File: src/rtl/chbuf_pkg.sv
// Shared constants and helpers for the channel buffer status unit.
// Assumes three channels per port with D as the highest index.
package chbuf_pkg;
    localparam int NCH   = 3;
    localparam int CH_B1 = 0;
    localparam int CH_B2 = 1;
    localparam int CH_D  = 2;

    typedef enum logic [2:0] {
        RC_STAT  = 3'd0,
        RC_TX_B1 = 3'd1,
        RC_TX_B2 = 3'd2,
        RC_TX_D  = 3'd3,
        RC_NONE  = 3'd4,
        RC_RX_B1 = 3'd5,
        RC_RX_B2 = 3'd6,
        RC_RX_D  = 3'd7
    } reg_code_e;

    // One-hot channel select for a transmit data register code.
    function automatic logic [NCH-1:0] tx_sel(input logic [2:0] code);
        case (code)
            RC_TX_B1: return 3'b001;
            RC_TX_B2: return 3'b010;
            RC_TX_D:  return 3'b100;
            default:  return 3'b000;
        endcase
    endfunction

    // One-hot channel select for a receive data register code.
    function automatic logic [NCH-1:0] rx_sel(input logic [2:0] code);
        case (code)
            RC_RX_B1: return 3'b001;
            RC_RX_B2: return 3'b010;
            RC_RX_D:  return 3'b100;
            default:  return 3'b000;
        endcase
    endfunction
endpackage

File: src/rtl/chbuf_tx_lane.sv
// Transmit lane: CPU-written data register, shadow register, empty and
// underrun flags for one channel. Assumes tick and wr are single-cycle strobes.
module chbuf_tx_lane #(
    parameter int W = 8
) (
    input  logic         clk,
    input  logic         rst_n,
    input  logic         tick,
    input  logic         wr,
    input  logic [W-1:0] wdata,
    input  logic         err_clr,
    output logic [W-1:0] data_q,
    output logic [W-1:0] shadow,
    output logic         empty,
    output logic         underrun
);
    // Data register, shadow copy on tick, flag updates.
    always_ff @(posedge clk) begin
        if (!rst_n) begin
            data_q   <= '0;
            shadow   <= '0;
            empty    <= 1'b0;
            underrun <= 1'b0;
        end else begin
            if (tick) shadow <= data_q;
            if (wr)   data_q <= wdata;
            if (wr)        empty <= 1'b0;
            else if (tick) empty <= 1'b1;
            underrun <= (tick && empty) || (underrun && !err_clr);
        end
    end

    a_r3_shadow_copy: assert property (@(posedge clk) disable iff (!rst_n)
        tick |=> shadow == $past(data_q));
    a_r3_tick_sets_empty: assert property (@(posedge clk) disable iff (!rst_n)
        (tick && !wr) |=> empty);
    a_r5_write_clears_empty: assert property (@(posedge clk) disable iff (!rst_n)
        wr |=> !empty);
    a_r4_r9_underrun_set: assert property (@(posedge clk) disable iff (!rst_n)
        (tick && empty) |=> underrun);
    a_r8_underrun_clear: assert property (@(posedge clk) disable iff (!rst_n)
        (err_clr && !(tick && empty)) |=> !underrun);
endmodule

File: src/rtl/chbuf_rx_lane.sv
// Receive lane: framer-loaded shadow, CPU-read data register, full and
// overrun flags for one channel. Assumes rd marks a CPU read of data_q.
module chbuf_rx_lane #(
    parameter int W = 8
) (
    input  logic         clk,
    input  logic         rst_n,
    input  logic         load,
    input  logic [W-1:0] rx_in,
    input  logic         tick,
    input  logic         rd,
    input  logic         err_clr,
    output logic [W-1:0] data_q,
    output logic         full,
    output logic         overrun
);
    logic [W-1:0] shadow;

    // Shadow load, transfer on tick, flag updates.
    always_ff @(posedge clk) begin
        if (!rst_n) begin
            shadow  <= '0;
            data_q  <= '0;
            full    <= 1'b0;
            overrun <= 1'b0;
        end else begin
            if (load) shadow <= rx_in;
            if (tick) data_q <= shadow;
            if (tick)    full <= 1'b1;
            else if (rd) full <= 1'b0;
            overrun <= (tick && full && !rd) || (overrun && !err_clr);
        end
    end

    a_r6_tick_sets_full: assert property (@(posedge clk) disable iff (!rst_n)
        tick |=> full);
    a_r6_read_clears_full: assert property (@(posedge clk) disable iff (!rst_n)
        (rd && !tick) |=> !full);
    a_r7_overrun_set: assert property (@(posedge clk) disable iff (!rst_n)
        (tick && full && !rd) |=> overrun);
    a_r8_overrun_clear: assert property (@(posedge clk) disable iff (!rst_n)
        (err_clr && !(tick && full && !rd)) |=> !overrun);
endmodule

File: src/rtl/chbuf_port.sv
// One port: three transmit and three receive lanes plus the status word.
// Assumes select vectors are one-hot or zero; D lane is DW bits, B lanes BW.
module chbuf_port
    import chbuf_pkg::*;
#(
    parameter int BW = 8,
    parameter int DW = 2,
    localparam int PW = 2*BW + DW
) (
    input  logic                    clk,
    input  logic                    rst_n,
    input  logic                    tick,
    input  logic                    load,
    input  logic [PW-1:0]           rx_in,
    input  logic [NCH-1:0]          wr_sel,
    input  logic [NCH-1:0]          rd_sel,
    input  logic                    stat_rd,
    input  logic [BW-1:0]           wdata,
    output logic [PW-1:0]           tx_out,
    output logic [NCH-1:0][BW-1:0]  tx_q,
    output logic [NCH-1:0][BW-1:0]  rx_q,
    output logic [15:0]             status
);
    logic [NCH-1:0] emp, und, full, ovr;

    for (genvar c = 0; c < NCH; c++) begin : g_ch
        localparam int W   = (c == CH_D) ? DW : BW;
        localparam int OFF = c * BW;

        chbuf_tx_lane #(.W(W)) u_tx (
            .clk(clk), .rst_n(rst_n), .tick(tick), .wr(wr_sel[c]),
            .wdata(wdata[W-1:0]), .err_clr(stat_rd),
            .data_q(tx_q[c][W-1:0]), .shadow(tx_out[OFF +: W]),
            .empty(emp[c]), .underrun(und[c])
        );

        chbuf_rx_lane #(.W(W)) u_rx (
            .clk(clk), .rst_n(rst_n), .load(load), .rx_in(rx_in[OFF +: W]),
            .tick(tick), .rd(rd_sel[c]), .err_clr(stat_rd),
            .data_q(rx_q[c][W-1:0]), .full(full[c]), .overrun(ovr[c])
        );

        if (W < BW) begin : g_pad
            assign tx_q[c][BW-1:W] = '0;
            assign rx_q[c][BW-1:W] = '0;
        end
    end

    // Status word: errors above buffer-state flags, D at the top of each group.
    assign status = {4'b0000, und, ovr, emp, full};
endmodule

File: src/rtl/chbuf_status_unit.sv
// Top: decodes CPU strobes to NPORT ports and muxes combinational read data.
// Assumes cpu_rd and cpu_wr are not asserted together; side effects at next edge.
module chbuf_status_unit
    import chbuf_pkg::*;
#(
    parameter int NPORT = 4,
    parameter int BW    = 8,
    parameter int DW    = 2,
    localparam int PW   = 2*BW + DW,
    localparam int PAW  = $clog2(NPORT),
    localparam int AW   = PAW + 3
) (
    input  logic                clk,
    input  logic                rst_n,
    input  logic                sf_tick,
    input  logic                rx_load,
    input  logic [NPORT*PW-1:0] rx_in,
    input  logic                cpu_rd,
    input  logic                cpu_wr,
    input  logic [AW-1:0]       cpu_addr,
    input  logic [BW-1:0]       cpu_wdata,
    output logic [15:0]         cpu_rdata,
    output logic [NPORT*PW-1:0] tx_out
);
    logic [PAW-1:0] a_port;
    logic [2:0]     a_code;
    logic [NPORT-1:0][15:0]           stat_w;
    logic [NPORT-1:0][NCH-1:0][BW-1:0] txq_w, rxq_w;

    assign a_port = cpu_addr[AW-1:3];
    assign a_code = cpu_addr[2:0];

    for (genvar p = 0; p < NPORT; p++) begin : g_port
        logic hit;
        assign hit = (a_port == PAW'(p));

        chbuf_port #(.BW(BW), .DW(DW)) u_port (
            .clk(clk), .rst_n(rst_n), .tick(sf_tick), .load(rx_load),
            .rx_in(rx_in[p*PW +: PW]),
            .wr_sel((cpu_wr && hit) ? tx_sel(a_code) : 3'b000),
            .rd_sel((cpu_rd && hit) ? rx_sel(a_code) : 3'b000),
            .stat_rd(cpu_rd && hit && (a_code == RC_STAT)),
            .wdata(cpu_wdata),
            .tx_out(tx_out[p*PW +: PW]),
            .tx_q(txq_w[p]), .rx_q(rxq_w[p]), .status(stat_w[p])
        );
    end

    // Read mux: status, transmit readback, receive data; code 4 and idle give zero.
    always_comb begin
        cpu_rdata = '0;
        if (cpu_rd) begin
            case (a_code)
                RC_STAT:  cpu_rdata = stat_w[a_port];
                RC_TX_B1: cpu_rdata = 16'(txq_w[a_port][CH_B1]);
                RC_TX_B2: cpu_rdata = 16'(txq_w[a_port][CH_B2]);
                RC_TX_D:  cpu_rdata = 16'(txq_w[a_port][CH_D]);
                RC_RX_B1: cpu_rdata = 16'(rxq_w[a_port][CH_B1]);
                RC_RX_B2: cpu_rdata = 16'(rxq_w[a_port][CH_B2]);
                RC_RX_D:  cpu_rdata = 16'(rxq_w[a_port][CH_D]);
                default:  cpu_rdata = '0;
            endcase
        end
    end

    a_r1_reset_clears_output: assert property (@(posedge clk)
        !rst_n |=> tx_out == '0);
    a_r2_reserved_bits_zero: assert property (@(posedge clk) disable iff (!rst_n)
        (cpu_rd && a_code == RC_STAT) |-> cpu_rdata[15:12] == 4'b0000);
endmodule

File: config.mk
export PLATFORM = sky130hd
export DESIGN_NAME = chbuf_status_unit
export DESIGN_NICKNAME = d
export VERILOG_FILES = /design/src/rtl/chbuf_pkg.sv /design/src/rtl/chbuf_tx_lane.sv /design/src/rtl/chbuf_rx_lane.sv /design/src/rtl/chbuf_port.sv /design/src/rtl/chbuf_status_unit.sv
export SDC_FILE = /design/constraint.sdc
export NUM_CORES = 1
export LEC_CHECK = 0
export BUFFER_PORTS_ARGS = -buffer_cell sky130_fd_sc_hd__buf_2
export CAP_MARGIN = 30
export CORE_UTILIZATION = 30
export CTS_CLUSTER_DIAMETER = 60
export DETAILED_ROUTE_END_ITERATION = 8
export SLEW_MARGIN = 30
export SYNTH_ARGS = -nofsm -noshare
export SYNTH_HDL_FRONTEND = slang
export SYNTH_SLANG_ARGS = --single-unit
File: constraint.sdc
create_clock -name clk -period 2.8 [get_ports clk]
set_clock_uncertainty 0.2 [all_clocks]
set_input_delay 0.14 -clock clk [delete_from_list [all_inputs] [get_ports clk]]
set_output_delay 0.14 -clock clk [all_outputs]
set_load 0.1 [all_outputs]
==> flow_summary.json <==
{
  "ff2ff_setup_slack_ns": 1.30,
  "htree_levels": 2,
  "synth-seq-area-share": 0.470,
  "multi_input_area_um2": 7040,
  "place_hpwl_mm": 28.6,
  "place_inst": 1992,
  "seqCellArea_um2": 6730,
  "drt_iter0_drc": 743,
  "place_area_um2": 15900,
  "insertion_delay_ns": 0.56,
  "die_w_um": 220,
  "crit_path_max_incr_delay_ns": 0.49,
  "slowest_stage": "mux4_2",
  "numPortBuffers": 174,
  "hp-start": "cpu_addr[0]",
  "grt-ovfl-total": 0,
  "coreArea_um2": 46900,
  "synth.avg_cell_area_um2": 11.1,
  "p_leak_nw": 7.70,
  "vias_per_cell": 4.72,
  "synth_ff_type": "dfxtp_1",
  "layout_common_cells": "dfxtp_1, nor2b_1, mux2i_1",
  "cts.clk_slew.worst_paths_ns": 0.06,
  "ctsLongestPathBuffers": 3,
  "violations": "design-rule violations",
  "fin_cells": 2172,
  "worst-path-max-fanout": 3,
  "peakVddDrop_mv": 0.364,
  "endpoint_kind": "primary output",
  "ys_ff_latch": 336,
  "n_fill_cell": 4551,
  "rr_worst_depth": 3,
  "ios": 179,
  "die_area_um2": 48600,
  "netlist_area_um2": 14300,
  "area_growth_pct": 27.9,
  "rsz0062_at_grt": "no",
  "holdPathEnd": "g_port[2].u_port.g_ch[2].u_rx.full",
  "fmax_ghz": 0.374,
  "r2r-end": "g_port[0].u_port.g_ch[1].u_tx.data_q[7]",
  "cp.arrival_ns": 2.33,
  "gp_congestion": 0.903,
  "critPathBufInv": 1,
  "hold_viol_final": 0,
  "nets": 1626,
  "initial_core_util": 0.306,
  "synthCells": 1285,
  "hp-class": "input port to flip-flop",
  "fin_crit_ns": 2.67,
  "fin_area_um2": 18300,
  "mostFrequentLayoutCell": "dfxtp_1",
  "crit_required_ns": 2.46,
  "postCtsSetupRepairBufs": 0,
  "slew_headroom": 0.559,
  "antenna_found_initial": 1,
  "p_per_area_nw_per_um2": 618,
  "fin_crit_sh": 0.955,
  "die_h_um": 220,
  "worst_pin_slew_ns": 0.662,
  "first_global_vias": 10100,
  "whs_ns": 0.0579,
  "hold-path-cell-count": 4,
  "critPathTopFamily": "multiplexers",
  "cp-start-kind": "flip-flop",
  "synth_cell_type_count": 41,
  "clock-root-buffer": "clkbuf_16",
  "grt_max_degree": 131,
  "crit_chain": "mux4_2 > mux2i_1 > o211ai_1 > buf_12",
  "yosysWarningCount": 0,
  "num_vias": 10300,
  "antennaDiodeCount": 0,
  "power_mw": 11.3,
  "cts_made_buffers": 39,
  "drive_above_1_share": 0.206,
  "synth_edf_count": 0,
  "fin_ws_ns": 0.127,
  "ant_nets": 0,
  "fin_setup_tns_ns": 0,
  "fin_util": 0.391,
  "grt_usage": 0.167,
  "setup_viol": 0,
  "route.detailed.drc": 7,
  "path_class": "flip-flop to primary output",
  "wl_mm": 40.8,
  "maxSlewViolCount": 0,
  "dp_slack_ns": 0.350,
  "tritoncts": "yes",
  "synth-async-reset-ratio": 0,
  "wl_per_cell_um": 18.8,
  "clkSinkCount": 336,
  "status": "complete, but fails checks",
  "rows": 79,
  "drv_cap": 0,
  "first_pass_iters": 9,
  "grt_pass1_wl_mm": 61.6,
  "rr_startpoint": "g_port[0].u_port.g_ch[1].u_tx.data_q[7]"
}
[synthesized netlist by cell type (3+ instances only)]
library cell,number,area [um2]
dfxtp_1,336,6730
nor2b_1,295,1850
mux2i_1,271,2710
clkbuf_1,56,210
buf_2,42,210
nand2_1,40,150
mux4_2,39,878
nand3_1,36,180
a22oi_1,26,195
a21boi_0,24,180
o21a_1,21,158
buf_4,11,82.6
a22o_1,7,61.3
mux4_1,7,184
nor2_1,7,26.3
o211a_1,6,60.1
o211ai_1,6,45.0
o21ai_0,6,30.0
and2_1,5,31.3
mux2_2,5,56.3
a21oi_1,4,20.0
inv_1,4,15.0
nand3b_1,4,30.0
a31oi_1,3,18.8
nand4_1,3,18.8
[worst max path at each step]
stage                                            startpoint  depth (start not counted)           end
detailed placement                              cpu_addr[4]                          8  cpu_rdata[1]
global placement                                cpu_addr[4]                          8  cpu_rdata[1]
CTS                 g_port[2].u_port.g_ch[0].u_rx.data_q[1]                          5  cpu_rdata[1]
global route        g_port[2].u_port.g_ch[0].u_rx.data_q[1]                          5  cpu_rdata[1]
floorplan                                       cpu_addr[4]                          6  cpu_rdata[0]
finish              g_port[3].u_port.g_ch[1].u_tx.data_q[3]                          4  cpu_rdata[3]
[flip-flops by register name, summed over array words and instances, names as in the netlist]
| signal | cells |
|---|---|
| g_port.u_port.g_ch.u_rx.data_q | 72 |
| g_port.u_port.g_ch.u_rx.full | 12 |
| g_port.u_port.g_ch.u_rx.overrun | 12 |
| g_port.u_port.g_ch.u_rx.shadow | 72 |
| g_port.u_port.g_ch.u_tx.data_q | 72 |
| g_port.u_port.g_ch.u_tx.empty | 12 |
| g_port.u_port.g_ch.u_tx.shadow | 72 |
| g_port.u_port.g_ch.u_tx.underrun | 12 |
[metal layers]
metal | wire length [um] | track usage | up-vias
li1 | - | - | 4966
met1 | 19000 | 0.230 | 4945
met2 | 18700 | 0.264 | 284
met3 | 2300 | 0.0352 | 56
met4 | 778 | 0.0471 | 2
met5 | 13 | 0 | -
[area by class of cell]
type,count,share of cell area
multi-input combinational,834,0.385
sequential,336,0.367
timing repair buffer,320,0.134
clock buffer,58,0.0632
tap,607,0.0415
clock inverter,13,0.00875
inverter,4,0.000820
[cells by family after synthesis]
| group | after synthesis | share of synthesized area |
|---|---|---|
| compound gates | 109 | 0.0570 |
| buf+inv | 118 | 0.0397 |
| flops | 336 | 0.470 |
| mux | 322 | 0.268 |
| other cells | 1 | 0.000262 |
| simple gates | 399 | 0.166 |
[worst register-to-register path: cells and delay by family, from the launching register on]
family	cells	cell delay, ns
and+or+nand+nor	1	0.07
DFF	1	0.44
buffers and inverters	1	0.57
AOI/OAI and AO/OA	1	0.17
[repair_timing]
item                                    CTS  global route
gates resized for setup                   0             4
hold buffers                            109             0
endpoints found under the hold margin   204             0
endpoints found under the setup margin    0             2
[power breakdown]
group	switching (mW)	total [mW]	internal, mW
Clock	2.05	5.20	3.15
Sequential	0.111	5.05	4.94
Combinational	0.521	1.06	0.538
Total	2.69	11.3	8.63
(Power assumes the default switching activity.)
